<file path="src/rtl/asram_pkg.sv">
package asram_pkg;

  typedef enum logic [2:0] {
    ST_IDLE,
    ST_RD,
    ST_WSET,
    ST_WPULSE,
    ST_WHOLD
  } ctrl_st_e;

  // Round a duration up to whole clock cycles, never less than one.
  function automatic int unsigned ns_to_cyc(input int unsigned ns, input int unsigned per);
    int unsigned c;
    c = (ns + per - 1) / per;
    return (c == 0) ? 1 : c;
  endfunction

  function automatic int unsigned max2(input int unsigned a, input int unsigned b);
    return (a > b) ? a : b;
  endfunction

endpackage

</file>
<file path="src/rtl/asram_wait_timer.sv">
// Down-counter for wait states; expire marks the edge on which the wait ends.
module asram_wait_timer #(
  parameter int CNT_W = 3
) (
  input  logic             clk,
  input  logic             rst,
  input  logic             load,
  input  logic [CNT_W-1:0] load_val,
  output logic             expire
);

  logic [CNT_W-1:0] cnt;

  always_ff @(posedge clk) begin
    if (rst) begin
      cnt <= '0;
    end else if (load) begin
      cnt <= load_val;
    end else if (cnt != '0) begin
      cnt <= cnt - CNT_W'(1);
    end
  end

  assign expire = (cnt == CNT_W'(1));

endmodule

</file>
<file path="src/rtl/asram_page_step.sv">
// Next burst address and the wait that address will need.
module asram_page_step #(
  parameter int          ADDR_W = 11,
  parameter int          PAGE_W = 2,
  parameter int          CNT_W  = 3,
  parameter int unsigned RD_CYC = 7,
  parameter int unsigned PG_CYC = 3
) (
  input  logic [ADDR_W-1:0] cur_addr,
  output logic [ADDR_W-1:0] nxt_addr,
  output logic [CNT_W-1:0]  nxt_wait
);

  assign nxt_addr = cur_addr + ADDR_W'(1);

  generate
    if (PAGE_W == 0) begin : g_no_page
      assign nxt_wait = CNT_W'(RD_CYC);
    end else begin : g_page
      logic leaves_page;
      assign leaves_page = &cur_addr[PAGE_W-1:0];
      assign nxt_wait    = leaves_page ? CNT_W'(RD_CYC) : CNT_W'(PG_CYC);
    end
  endgenerate

endmodule

</file>
<file path="src/rtl/asram_page_ctrl.sv">
module asram_page_ctrl
  import asram_pkg::*;
#(
  parameter int ADDR_W    = 11,
  parameter int DATA_W    = 8,
  parameter int LEN_W     = 4,
  parameter int PAGE_W    = 2,
  parameter int CLK_NS    = 10,
  parameter int T_RAND_NS = 70,
  parameter int T_PAGE_NS = 30,
  parameter int T_WE_NS   = 15,
  parameter int T_EDGE_NS = 5
) (
  input  logic              clk,
  input  logic              rst,
  input  logic              req,
  input  logic              req_we,
  input  logic [ADDR_W-1:0] req_addr,
  input  logic [DATA_W-1:0] req_wdata,
  input  logic [LEN_W-1:0]  req_len,
  output logic              ready,
  output logic [DATA_W-1:0] rdata,
  output logic              rdata_valid,
  output logic              done,
  output logic [ADDR_W-1:0] mem_addr,
  output logic              mem_ce_n,
  output logic              mem_we_n,
  output logic              mem_oe_n,
  output logic [DATA_W-1:0] mem_dq_o,
  output logic              mem_dq_oe,
  input  logic [DATA_W-1:0] mem_dq_i
);

  localparam int unsigned RD_CYC  = ns_to_cyc(T_RAND_NS, CLK_NS);
  localparam int unsigned PG_CYC  = ns_to_cyc(T_PAGE_NS, CLK_NS);
  localparam int unsigned WP_CYC  = ns_to_cyc(T_WE_NS + T_EDGE_NS, CLK_NS);
  localparam int unsigned MAX_CYC = max2(max2(RD_CYC, PG_CYC), WP_CYC);
  localparam int          CNT_W   = $clog2(MAX_CYC + 1);

  ctrl_st_e          st;
  logic [LEN_W-1:0]  left;
  logic              tmr_load;
  logic [CNT_W-1:0]  tmr_val;
  logic              tmr_exp;
  logic [ADDR_W-1:0] nxt_addr;
  logic [CNT_W-1:0]  nxt_wait;

  asram_page_step #(
    .ADDR_W (ADDR_W),
    .PAGE_W (PAGE_W),
    .CNT_W  (CNT_W),
    .RD_CYC (RD_CYC),
    .PG_CYC (PG_CYC)
  ) u_step (
    .cur_addr (mem_addr),
    .nxt_addr (nxt_addr),
    .nxt_wait (nxt_wait)
  );

  asram_wait_timer #(
    .CNT_W (CNT_W)
  ) u_timer (
    .clk      (clk),
    .rst      (rst),
    .load     (tmr_load),
    .load_val (tmr_val),
    .expire   (tmr_exp)
  );

  always_comb begin
    tmr_load = 1'b0;
    tmr_val  = nxt_wait;
    unique case (st)
      ST_IDLE: begin
        tmr_load = req && !req_we;
        tmr_val  = CNT_W'(RD_CYC);
      end
      ST_RD: begin
        tmr_load = tmr_exp && (left != '0);
        tmr_val  = nxt_wait;
      end
      ST_WSET: begin
        tmr_load = 1'b1;
        tmr_val  = CNT_W'(WP_CYC);
      end
      default: begin
        tmr_load = 1'b0;
        tmr_val  = nxt_wait;
      end
    endcase
  end

  always_ff @(posedge clk) begin
    if (rst) begin
      st          <= ST_IDLE;
      left        <= '0;
      mem_addr    <= '0;
      mem_ce_n    <= 1'b1;
      mem_we_n    <= 1'b1;
      mem_oe_n    <= 1'b1;
      mem_dq_o    <= '0;
      mem_dq_oe   <= 1'b0;
      rdata       <= '0;
      rdata_valid <= 1'b0;
      done        <= 1'b0;
    end else begin
      rdata_valid <= 1'b0;
      done        <= 1'b0;
      unique case (st)
        ST_IDLE: begin
          if (req) begin
            mem_addr <= req_addr;
            mem_ce_n <= 1'b0;
            left     <= req_len;
            if (req_we) begin
              mem_dq_o  <= req_wdata;
              mem_dq_oe <= 1'b1;
              st        <= ST_WSET;
            end else begin
              mem_oe_n <= 1'b0;
              st       <= ST_RD;
            end
          end
        end
        ST_RD: begin
          if (tmr_exp) begin
            rdata       <= mem_dq_i;
            rdata_valid <= 1'b1;
            if (left == '0) begin
              mem_ce_n <= 1'b1;
              mem_oe_n <= 1'b1;
              done     <= 1'b1;
              st       <= ST_IDLE;
            end else begin
              left     <= left - LEN_W'(1);
              mem_addr <= nxt_addr;
            end
          end
        end
        ST_WSET: begin
          mem_we_n <= 1'b0;
          st       <= ST_WPULSE;
        end
        ST_WPULSE: begin
          if (tmr_exp) begin
            mem_we_n <= 1'b1;
            st       <= ST_WHOLD;
          end
        end
        ST_WHOLD: begin
          mem_dq_oe <= 1'b0;
          mem_ce_n  <= 1'b1;
          done      <= 1'b1;
          st        <= ST_IDLE;
        end
        default: st <= ST_IDLE;
      endcase
    end
  end

  assign ready = (st == ST_IDLE);

endmodule

</file>
<file path="config.mk">
export PLATFORM = sky130hd
export DESIGN_NAME = asram_page_ctrl
export DESIGN_NICKNAME = d
export VERILOG_FILES = /design/src/rtl/asram_pkg.sv /design/src/rtl/asram_wait_timer.sv /design/src/rtl/asram_page_step.sv /design/src/rtl/asram_page_ctrl.sv
export SDC_FILE = /design/constraint.sdc
export NUM_CORES = 1
export LEC_CHECK = 0
export ABC_AREA = 0
export BUFFER_PORTS_ARGS = -buffer_cell sky130_fd_sc_hd__buf_2
export CORE_AREA = 3 3 70 72
export CTS_CLUSTER_DIAMETER = 120
export DETAILED_ROUTE_END_ITERATION = 12
export DIE_AREA = 0 0 73 75
export MAX_ROUTING_LAYER = met4
export PLACE_DENSITY_LB_ADDON = 0.15
export SYNTH_ARGS = -nofsm -noshare
export SYNTH_HDL_FRONTEND = slang
export SYNTH_SLANG_ARGS = --single-unit
export TNS_END_PERCENT = 100
</file>
<file path="constraint.sdc">
create_clock -name clk -period 2.1 [get_ports clk]
set_clock_uncertainty 0.2 [all_clocks]
set_input_delay 0.21 -clock clk [delete_from_list [all_inputs] [get_ports clk]]
set_output_delay 0.21 -clock clk [all_outputs]
set_load 0.02 [all_outputs]
</file>
# Yosys cells after proc, flatten, opt, wreduce, memory -nomap -nowiden
# Cells that the tools add are included.
# totals
reg_bits	43
in_bits	35
out_inout_bits	34
# op_classes
addsub	3
n_eq_ne	12
n_mux	35
n_bitwise	1
reduce_logical	22
# ops
cell	n
11-bit 2-to-1 mux	3
11-bit one-hot mux with 2 select lines	1
3-bit 2-to-1 mux	7
2-bit inequality test (second input constant)	7
4-bit 2-to-1 mux	3
3-bit one-hot mux with 4 select lines	1
4-bit AND reduction	3
11-bit by 1-bit adder with 11-bit output (second input constant)	1
1-bit 2-to-1 mux	11
1-bit one-hot mux with 2 select lines	4
4-bit one-hot mux with 2 select lines	1
2-bit nonzero test	4
3-bit by 1-bit equality test with 1-bit output (second input constant)	2
3-bit by 2-bit equality test with 1-bit output (second input constant)	2
1-bit one-hot mux with 3 select lines	2
3-bit one-hot mux with 2 select lines	1
2-bit AND reduction	3
3-bit AND reduction	2
3-bit nonzero test	2
5-bit AND reduction	1
4-bit zero test	1
4-bit nonzero test	1
4-bit by 1-bit subtractor with 4-bit output (second input constant)	1
3-bit equality test (second input constant)	1
other kinds (7)	8

# Longest topological paths before layout
# Gate-level depths: netlist (run 1).
# depth
word_depth	4
mapped_depth	7
mapped_depth_nobuf	6

# Modules after synthesis
# A second synthesis (run 1) with hierarchy kept.
# hier_totals
hier_cells	249
hier_area_um2	2180.8
# modules_own_cells
module	instances	cells_per_inst	area_per_inst_um2	seq_area_each_um2
asram_page_ctrl	1	200	1766.7	800.8
asram_wait_timer	1	23	224.0	60.1
asram_page_step	1	26	190.2	0.0

# Least setup slack after synthesis (run 1)
# OpenSTA, ideal clock, no wires.
# synth_path
kind	flip-flop to flip-flop
from	register left[0]
to	register mem_addr[8]
setup_ps	70
arrival_ps	1611
t_required_ps	1830
path_slack_ps	219
stages_incl_launch_ff	8
period_less_slack_ps	1881
cell_sequence	dfxtp_1 inv_1 ha_1 or3b_1 a31oi_4 buf_2 o21ai_1 a21oi_1
# synth_via
elab_chain_cells	3
# synth_rtl
item	line	rtl
from (decl)	asram_page_ctrl.sv:41	logic [LEN_W-1:0] left;
from (signal assigned)	asram_page_ctrl.sv:114	left <= req_len;
from (signal assigned)	asram_page_ctrl.sv:135	left <= left - LEN_W'(1);
4-bit zero test	asram_page_ctrl.sv:129	if (left == '0) begin
2-bit inequality test (no line)	--	
4-bit AND reduction (no line)	--	
to (signal assigned)	asram_page_ctrl.sv:112	mem_addr <= req_addr;
to (signal assigned)	asram_page_ctrl.sv:136	mem_addr <= nxt_addr;
to (decl)	asram_page_ctrl.sv:25	output logic [ADDR_W-1:0] mem_addr,
# No other way between the ends.
# A chain may end at the register's enable or synchronous reset.

# Worst setup path in the final report (run 1)
# layout_path
from	register left[0]
to	register st[0]
# layout_via
elab_chain_cells	3
# layout_rtl
item	line	rtl
4-bit zero test	asram_page_ctrl.sv:129	
2-bit inequality test (no line)	--	
4-bit AND reduction (no line)	--	
to (signal assigned)	asram_page_ctrl.sv:133	st <= ST_IDLE;
to (signal assigned)	asram_page_ctrl.sv:142	st <= ST_WPULSE;
to (signal assigned)	asram_page_ctrl.sv:147	st <= ST_WHOLD;
to (decl)	asram_page_ctrl.sv:40	ctrl_st_e st;
# No other way between the ends.

==> run_results.csv, run 1 <==
group,metric,value,unit
status,status,"finished, final reports clean",
power,power.density_cell_area,888,mW/mm^2
synth,post_synth_num_cell_types,48,
timing,rsz_0062_raised_after_global_routing,"false",
cts,cts.sink_count,43,
synth,ys_ff_latch,43,
worst_hold_path,worstHoldPathType,"in2reg",
layout,final_nets,397,
place,hpwlAfterDp,3.73,mm
synth,synth_area_leader_cell,"sky130_fd_sc_hd__dfxtp_1",
floorplanning,die_footprint,0.00548,mm^2
synth,synth_cells,267,
floorplanning,fp.dieW,73,um
synth,synthesis.area,0.00215,mm^2
worst_setup_path,critPathKind,"reg2reg",
cts,htree_levels,2,
place,place_congestion,0.773,
cts,clockBufferDepth,2,
route,wl_per_cell,13.7,um
floorplanning,start_util,49.3,%
floorplanning,num_io_pins,69,
layout,final_cells,410,
synth,ys_warn_count,0,
layout,ff_latch_area,862,um^2
worst_setup_path,end_kind,"flop",
place,post_dp_cell_area,0.00257,mm^2
timing,period_share,93.9,%
worst_setup_path,worstPathArrival,1.95,ns
timing,setup-violations-final,0,
route,wl,5.60,mm
synth,synth_nets,307,
timing,final_max_tran_viols,0,
worst_setup_path,critPathMaxFanout,4,
timing,worst-slew-pin-transition,0.641,ns
worst_setup_path,cp.required,2.08,ns
power,ir_drop,0.476,mV
cts,cts.reportedPaths.clkPinSlew,0.08,ns
layout,layout_common_cells,"68 x sky130_fd_sc_hd__buf_2, 42 x sky130_fd_sc_hd__nand2_1, 42 x sky130_fd_sc_hd__dfxtp_1",
worst_setup_path,cp_num_buf_inv,1,
route,num_vias,2225,
flow_run,drv_cap,0,
layout,layout_cells_sized_above_1,29.1,%
grt,gr-usage-all-layers,21.6,%
place,place.detailed.instances,381,
floorplanning,die_h,75,um
floorplanning,core_region_area,0.00435,mm^2
worst_setup_path,critPathLaunchType,"flop",
timing,hold_violations,0,
synth,synth.avg_cell_area,8.04,um^2
timing,worst_slew_margin_rel,57.3,%
layout,filler_cells,384,
cts,numCtsBuffers,5,
route,drt_iter0_markers,103,
grt,number_of_antenna_violations_at_the_first_check_in_global_routing,0,
timing,maximum_operating_frequency,507,MHz
layout,area.growth.synth_to_final,34.5,%
power,power.leakage,1.21,nW
cts,cts_root_buf,"sky130_fd_sc_hd__clkbuf_8",
route,postRouteAntennaNets,0,
synth,synth_seq_area_share,40.1,%
layout,antenna_cells,0,
synth,synthDominantCellAreaShare,40.1,%
route,dr.pass1.iters,4,
layout,final_util,66.3,%
worst_setup_path,cp_slowest_stage_delay,0.43,ns
grt,first_global_vias,2072,
worst_setup_path,critical_path.top_delay_family,"compound AO/OA/AOI/OAI gates",
grt,grt_max_degree,35,
place,numPortBuffers,68,
route,route.detailed.vias_per_inst,5.43,
layout,multi_input_comb_area,0.00119,mm^2
worst_setup_path,timing.critical_path.slowest_stage_cell,"sky130_fd_sc_hd__or3b_4",
grt,global_route_wire_length_before_repair,9.12,mm
cts,insertion_delay,0.29,ns
floorplanning,core.rowCount,24,
layout,finalInstanceArea,0.00289,mm^2
timing,fin_crit,1.97,ns
grt,grt.overflow.total,0,
synth,synth.area.top_cells,"sky130_fd_sc_hd__dfxtp_1 40%, sky130_fd_sc_hd__a21oi_1 7.9%, sky130_fd_sc_hd__nand2_1 7.3%, sky130_fd_sc_hd__o21ai_1 4.2%, sky130_fd_sc_hd__ha_1 2.9%",
worst_setup_path,critical_path.cell_chain,"inv_1 > ha_2 > or3b_4 > o311a_1 > o32ai_1 > a21oi_1",
route,route.detailed.drc,0,
timing,worst_hold_slack,0.0142,ns
layout,final_common_cell,"sky130_fd_sc_hd__buf_2",
cts,tritoncts,"yes",
==> layer usage <==
layer / global-route usage (%) / share of wire (%) / vias to the layer above
met5: - / 0 / -
met4: 5.74 / 0.55 / 0
met3: 4.14 / 3.9 / 4
met2: 37.6 / 52 / 54
met1: 25.5 / 43 / 1041
li1: - / - / 1126
==> path summary, 6_finish.rpt <==
kind / start / end / slack (ns) / cells after the start
setup / recovery: left[0] / st[0] / 0.13 / 6
hold reg to reg: mem_dq_o[2] / mem_dq_o[2] / 0.25 / 2
setup reg to reg: left[0] / st[0] / 0.13 / 6
hold / removal: req_addr[0] / mem_addr[0] / 0.01 / 3
==> timing repair <==
action,4_1_cts,5_1_grt
hold buffers,17,0
setup buffers,2,2
pin swaps,1,2
endpoints found under the hold margin,17,0
gates cloned,0,0
endpoints found under the setup margin,2,12
resized for setup,0,5
==> power breakdown <==
| group | leakage [nW] | switching [mW] | internal (mW) |
|---|---|---|---|
| Combinational | 0.815 | 0.573 | 0.460 |
| Clock | 0.0412 | 0.274 | 0.232 |
| Sequential | 0.352 | 0.101 | 0.926 |
==> per-stage QoR <==
step | total power [mW] | TNS, ns | setup WS [ns]
6_report | 2.56 | 0 | 0.128
5_1_grt | 2.75 | 0 | 0.00412
4_1_cts | 2.56 | 0 | 0.0420
3_5_place_dp | 1.99 | -0.00179 | -0.00179
3_3_place_gp | 1.97 | 0 | 0.0322
2_1_floorplan | 1.71 | 0 | 0.219
==> synth_stat cells (all sizes together) <==
library cell	number
a32oi	1
nor4	5
nor3b	4
nor3	10
clkbuf	9
nand3	11
or4b	1
a41o	1
o32ai	1
inv	7
and2	8
a311oi	1
buf	9
xnor2	1
a21oi	34
nor2	13
nand2	42
nor4b	1
a41oi	1
o21ai	22
nand2b	4
o211ai	1
a31oi	6
nand3b	1
mux2i	1
or3	1
and3	1
mux2	2
a211oi	6
nor2b	3
o31ai	1
or3b	2
dfxtp	43
o311a	1
ha	5
and4	2
a21o	2
a22oi	1
nand4	2
==> worst register-to-register path, stage by stage, from the launching register on <==
cell and delay [ns]:
sky130_fd_sc_hd__dfxtp_1 0.33, sky130_fd_sc_hd__inv_1 0.10, sky130_fd_sc_hd__ha_2 0.21, sky130_fd_sc_hd__or3b_4 0.43
sky130_fd_sc_hd__o311a_1 0.37, sky130_fd_sc_hd__o32ai_1 0.13, sky130_fd_sc_hd__a21oi_1 0.10
==> registers in the layout (all words and copies together) (netlist names) <==
name and count:
done 1, left 4, mem_addr 11, mem_ce_n 1, mem_dq_o 8, mem_dq_oe 1, mem_oe_n 1, mem_we_n 1
rdata 8, rdata_valid 1, st 3, u_timer.cnt 3
==> logic make-up (layout without fill, tap and decap cells) <==
family / after synthesis / in the layout / synth area share, %
flip-flops: 43 / 43 / 40.1
AND/OR/NAND/NOR: 111 / 111 / 27.4
multiplexers: 3 / 3 / 1.52
buffers and inverters: 25 / 116 / 5.07
AO/OA/AOI/OAI: 79 / 79 / 22.6
adder cells (fa/ha/maj): 5 / 5 / 2.91
XOR/XNOR: 1 / 1 / 0.408
==> layout make-up <==
cell class	instances	area share [%]
multi-input combinational	199	41.2
sequential	43	29.9
timing repair buffer	101	22.8
clock buffer	6	2.51
tap	52	2.25
inverter	7	0.910
clock inverter	2	0.433
No activity file was read; power rests on OpenSTA's default activity.
==> run 2: changes to the inputs <==
--- a/config.mk
+++ b/config.mk
@@ -12,7 +12,7 @@
 export DETAILED_ROUTE_END_ITERATION = 12
 export DIE_AREA = 0 0 73 75
 export MAX_ROUTING_LAYER = met4
-export PLACE_DENSITY_LB_ADDON = 0.15
+export PLACE_DENSITY = 0.75
 export SYNTH_ARGS = -nofsm -noshare
 export SYNTH_HDL_FRONTEND = slang
 export SYNTH_SLANG_ARGS = --single-unit
==> run_results.csv, run 2 (synthesis results as in run 1) <==
group,metric,value,unit
route,num_vias,2262,
cts,clockBufferDepth,2,
layout,final_nets,399,
layout,final_cells,412,
cts,tritoncts,"yes",
cts,cts.reportedPaths.clkPinSlew,0.08,ns
floorplanning,die_h,75,um
worst_setup_path,timing.critical_path.mode_cell,"sky130_fd_sc_hd__a211oi_1",
timing,post-route-worst-setup-slack,0.128,ns
timing,rsz_0062_raised_after_global_routing,"false",
place,numPortBuffers,68,
status,status,"finished, final reports clean",
worst_setup_path,cp_slowest_stage_delay,0.43,ns
layout,antenna_cells,0,
layout,layout_top_registers,"mem_addr: 11 flops, mem_dq_o: 8 flops, rdata: 8 flops",
floorplanning,fp.dieW,73,um
route,drt_iter0_markers,143,
floorplanning,start_util,49.3,%
worst_setup_path,critPathLaunchType,"flop",
timing,hold_violations,0,
floorplanning,die_footprint,0.00548,mm^2
floorplanning,core_region_area,0.00435,mm^2
grt,grt_max_degree,35,
worst_setup_path,cp.required,2.13,ns
grt,first_global_vias,1986,
route,postRouteAntennaNets,0,
cts,htree_levels,2,
timing,fin_tns_setup,0,ns
place,hpwlAfterDp,3.85,mm
cts,cts.sink_count,43,
route,dr.pass1.iters,4,
route,wl_per_cell,13.3,um
grt,gr-usage-all-layers,20.9,%
route,route.detailed.drc,0,
worst_hold_path,worstHoldPathType,"in2reg",
worst_setup_path,critPathKind,"reg2reg",
route,route.detailed.vias_per_inst,5.49,
layout,layout_cells_sized_above_1,28.6,%
layout,layout_common_cells,"68 x sky130_fd_sc_hd__buf_2, 43 x sky130_fd_sc_hd__dfxtp_1, 42 x sky130_fd_sc_hd__nand2_1",
cts,insertion_delay,0.31,ns
grt,grt.overflow.total,0,
layout,largest_register_ff_count,11,
worst_setup_path,timing.critical_path.slowest_stage_cell,"sky130_fd_sc_hd__or3b_4",
timing,worst_slew_margin_rel,71.3,%
floorplanning,num_io_pins,69,
cts,post-cts-setup-buffers,0,
layout,top_register,"mem_addr",
grt,number_of_antenna_violations_at_the_first_check_in_global_routing,0,
timing,worst-slew-pin-transition,0.429,ns
floorplanning,core.rowCount,24,
power,power.leakage,1.22,nW
layout,area.growth.synth_to_final,34.7,%
worst_setup_path,worstPathArrival,2.00,ns
place,placement.setup.worst_slack,0.113,ns
timing,maximum_operating_frequency,507,MHz
worst_setup_path,critical_path.cell_chain,"inv_1 > ha_1 > or3b_4 > a31oi_4 > buf_4 > a211oi_1 > a211oi_1",
place,place.detailed.instances,386,
timing,period_share,93.9,%
flow_run,drv_cap,0,
timing,final_max_tran_viols,0,
power,power.density_cell_area,924,mW/mm^2
place,place_congestion,0.816,
grt,global_route_wire_length_before_repair,8.82,mm
worst_setup_path,critPathMaxFanout,6,
power,ir_drop,0.525,mV
timing,fin_crit,1.97,ns
cts,cts_root_buf,"sky130_fd_sc_hd__clkbuf_8",
layout,final_common_cell,"sky130_fd_sc_hd__buf_2",
route,wl,5.50,mm
worst_setup_path,end_kind,"flop",
timing,setup-violations-final,0,
cts,numCtsBuffers,5,
==> run 2: what timing repair did <==
action | 4_1_cts | 5_1_grt
hold endpoints to repair | 18 | 0
endpoints found under the setup margin | 0 | 5
resized for setup | 0 | 1
hold buffers | 18 | 0
==> run 2: layout make-up <==
| class | count | area [um^2] |
|---|---|---|
| fillers | 363 | 1460 |
| multi-input cells | 199 | 1180 |
| flip-flops and latches | 43 | 861 |
| repair buffers | 103 | 648 |
| clock buffers | 5 | 68.8 |
| well taps | 52 | 65.1 |
| clock inverters | 3 | 43.8 |
| inverters | 7 | 26.3 |
==> run 2: through the flow <==
step	cell area (um^2)	power [mW]	hold WS (ns)	utilization [%]
4_1_cts	2890	2.67	0.0251	66.4
6_report	2890	2.67	0.0315	66.4
3_5_place_dp	2600	2.00	0.247	59.7
5_1_grt	2890	2.84	0.0334	66.4
2_1_floorplan	2150	1.71	0.146	-
3_3_place_gp	2600	1.98	0.240	59.7
==> run 2: per-layer routing <==
metal	global-route usage, %	routed length [um]
met3	3.87	313
met4	8.20	93
met2	34.0	2650
met5	-	0
met1	25.8	2440
==> run 2: power breakdown <==
group | internal, mW | switching [mW] | leakage [nW] | total (mW)
clock | 0.354 | 0.299 | 0.0581 | 0.653
combinational | 0.437 | 0.559 | 0.811 | 0.996
sequential | 0.925 | 0.100 | 0.352 | 1.03
==> run 2: critical path: cells and delay by family, from the launching register on <==
family	cells	cell delay, ns
AO/OA/AOI/OAI	3	0.46
AND/OR/NAND/NOR	1	0.43
buffers and inverters	2	0.26
flip-flops	1	0.33
adder cells (fa/ha/maj)	1	0.20
==> run 2: final timing paths <==
path	from	end	slack, ns	cells after the start
worst max-delay path	left[0]	left[0]	0.13	7
worst min-delay path	req_addr[7]	mem_addr[7]	0.03	3
worst max register to register	left[0]	left[0]	0.13	7
worst min register to register	rdata[6]	rdata[6]	0.26	2
==> run 3: changes to the inputs <==
--- a/config.mk
+++ b/config.mk
@@ -5,12 +5,13 @@
 export SDC_FILE = /design/constraint.sdc
 export NUM_CORES = 1
 export LEC_CHECK = 0
-export ABC_AREA = 0
-export BUFFER_PORTS_ARGS = -buffer_cell sky130_fd_sc_hd__buf_2
-export CORE_AREA = 3 3 70 72
+export ABC_AREA = 1
+export BUFFER_PORTS_ARGS = -buffer_cell sky130_fd_sc_hd__buf_4
+export CAP_MARGIN = 20
+export CORE_AREA = 3 3 71 73
 export CTS_CLUSTER_DIAMETER = 120
 export DETAILED_ROUTE_END_ITERATION = 12
-export DIE_AREA = 0 0 73 75
+export DIE_AREA = 0 0 74 76
 export MAX_ROUTING_LAYER = met4
 export PLACE_DENSITY = 0.75
 export SYNTH_ARGS = -nofsm -noshare
==> run_results.csv, run 3 <==
group,metric,value,unit
synth,synthesis.area,0.00222,mm^2
cts,insertion_delay,0.30,ns
cts,cts_resized,0,
layout,final_nets,445,
synth,synth.top_cells.by_count,"57 x sky130_fd_sc_hd__nand2_1, 57 x sky130_fd_sc_hd__nor2_1, 43 x sky130_fd_sc_hd__dfxtp_1",
synth,synth.area.top_cells,"sky130_fd_sc_hd__dfxtp_1 39%, sky130_fd_sc_hd__nand2_1 9.7%, sky130_fd_sc_hd__nor2_1 9.7%, sky130_fd_sc_hd__o21ai_0 7.2%, sky130_fd_sc_hd__inv_1 5.9%",
floorplanning,start_util,50.2,%
grt,gr-usage-all-layers,21.9,%
status,status,"finished, final reports clean",
synth,synth_seq_area_share,38.8,%
worst_setup_path,critPathMaxFanout,14,
floorplanning,die_h,76,um
synth,synth_async_sr_flop_share,0,%
grt,number_of_antenna_violations_at_the_first_check_in_global_routing,0,
power,p_total,3.18,mW
route,drt_iter0_markers,126,
layout,antenna_cells,0,
route,wl,5.69,mm
worst_setup_path,end_kind,"flop",
synth,synth_edf_count,0,
place,numPortBuffers,68,
grt,first_global_vias,2148,
cts,hold_buffers,19,
layout,layout_cells_sized_above_1,24.4,%
timing,worst_slew_margin_rel,76.7,%
timing,setup-violations-final,0,
floorplanning,die_footprint,0.00562,mm^2
timing,maximum_operating_frequency,536,MHz
route,dr.pass1.iters,4,
layout,layout_common_cells,"71 x sky130_fd_sc_hd__buf_4, 57 x sky130_fd_sc_hd__nand2_1, 57 x sky130_fd_sc_hd__nor2_1",
power,power.leakage,1.48,nW
place,place_congestion,0.885,
synth,predominant_post_synthesis_flop_cell,"sky130_fd_sc_hd__dfxtp_1",
synth,synth_cells,319,
floorplanning,fp.dieW,74,um
cts,tritoncts,"yes",
route,wl_per_cell,12.4,um
worst_setup_path,critPathKind,"reg2reg",
timing,period_share,88.8,%
grt,grt_max_degree,27,
timing,final_max_tran_viols,0,
cts,cts_root_buf,"sky130_fd_sc_hd__clkbuf_8",
grt,global_route_wire_length_before_repair,9.56,mm
cts,cts.sink_count,43,
floorplanning,core.rowCount,24,
grt,grt.overflow.total,0,
flow_run,drv_cap,0,
cts,clockBufferDepth,2,
timing,hold_violations,0,
route,route.detailed.vias_per_inst,4.98,
timing,fin_tns_setup,0,ns
cts,numCtsBuffers,5,
route,postRouteAntennaNets,0,
layout,final_cells,458,
layout,top_register,"mem_addr",
power,power.density_cell_area,1050,mW/mm^2
cts,post-cts-setup-buffers,0,
synth,ys_ff_latch,43,
floorplanning,core_region_area,0.00441,mm^2
timing,rsz_0062_raised_after_global_routing,"false",
synth,synth_area_leader_cell,"sky130_fd_sc_hd__dfxtp_1",
timing,fin_crit,1.87,ns
worst_setup_path,worstPathArrival,1.86,ns
layout,final_common_cell,"sky130_fd_sc_hd__buf_4",
timing,worst-slew-pin-transition,0.348,ns
cts,htree_levels,2,
floorplanning,num_io_pins,69,
worst_hold_path,worstHoldPathType,"in2reg",
synth,synth.avg_cell_area,6.95,um^2
place,hpwlAfterDp,3.94,mm
worst_setup_path,cp.required,2.09,ns
synth,synthDominantCellAreaShare,38.8,%
place,place.detailed.instances,431,
route,route.detailed.drc,0,
synth,post_synth_num_cell_types,32,
synth,synth_nets,359,
cts,cts.reportedPaths.clkPinSlew,0.08,ns
layout,area.growth.synth_to_final,36.9,%
worst_setup_path,critPathLaunchType,"flop",
synth,ys_warn_count,0,
power,ir_drop,0.691,mV
layout,layout_top_registers,"mem_addr: 11 flops, mem_dq_o: 8 flops, rdata: 8 flops",
route,num_vias,2280,
layout,largest_register_ff_count,11,
==> run 3: area by class of cell <==
cell class | instances | area, um^2
Fill cell | 393 | 1380
Inverter | 38 | 143
Clock inverter | 2 | 35.0
Clock buffer | 6 | 82.6
Sequential cell | 43 | 861
Timing Repair Buffer | 90 | 723
Multi-Input combinational cell | 227 | 1130
Tap cell | 52 | 65.1
==> run 3: path summary, 6_finish.rpt <==
path / cells after the start / endpoint / slack (ns) / startpoint
worst min-delay path: 5 / mem_addr[8] / 0.003 / req_addr[8]
worst min register to register: 2 / mem_dq_o[6] / 0.25 / mem_dq_o[6]
worst max-delay path: 8 / mem_addr[6] / 0.23 / left[0]
worst max register to register: 8 / mem_addr[6] / 0.23 / left[0]
==> run 3: worst max-delay path: stages (launching register included) <==
cell and delay (ns):
sky130_fd_sc_hd__dfxtp_1 0.33, sky130_fd_sc_hd__inv_1 0.07, sky130_fd_sc_hd__ha_1 0.22, sky130_fd_sc_hd__nand2_1 0.17
sky130_fd_sc_hd__inv_1 0.10, sky130_fd_sc_hd__nand2_1 0.08, sky130_fd_sc_hd__nand3_2 0.23, sky130_fd_sc_hd__o21ai_0 0.28
sky130_fd_sc_hd__a21oi_2 0.07
==> run 3: kinds of logic after synthesis <==
kind of cell               share of synthesized area [%]
buffers and inverters                               10.4
AOI/OAI and AO/OA                                   16.4
adders and majority gates                           2.82
DFF                                                 38.8
xor gates and xnor gates                            1.19
muxes                                              0.451
and+or+nand+nor                                     30.0
==> run 3: stage by stage <==
stage | utilization, % | hold WS [ns] | area, um^2 | setup WS, ns
global route | 68.8 | 0.0298 | 3040 | 0.0369
global placement | 61.8 | 0.232 | 2730 | 0.322
CTS | 68.8 | 0.00244 | 3040 | 0.238
detailed placement | 61.8 | 0.236 | 2730 | 0.258
floorplan | - | 0.145 | 2220 | 0.452
finish | 68.8 | 0.00276 | 3040 | 0.235
==> run 3: layer usage <==
| layer | global-route usage, % | routed length, um |
|---|---|---|
| met2 | 33.9 | 2720 |
| met4 | 8.33 | 111 |
| met5 | - | 0 |
| met3 | 4.75 | 374 |
| met1 | 27.5 | 2480 |
==> run 3: report_power, final <==
group | leakage (nW) | total, mW | switching [mW] | internal [mW]
Combinational | 1.06 | 1.37 | 0.823 | 0.545
Sequential | 0.353 | 1.14 | 0.152 | 0.992
Clock | 0.0612 | 0.671 | 0.286 | 0.385
Total | 1.48 | 3.18 | 1.26 | 1.92
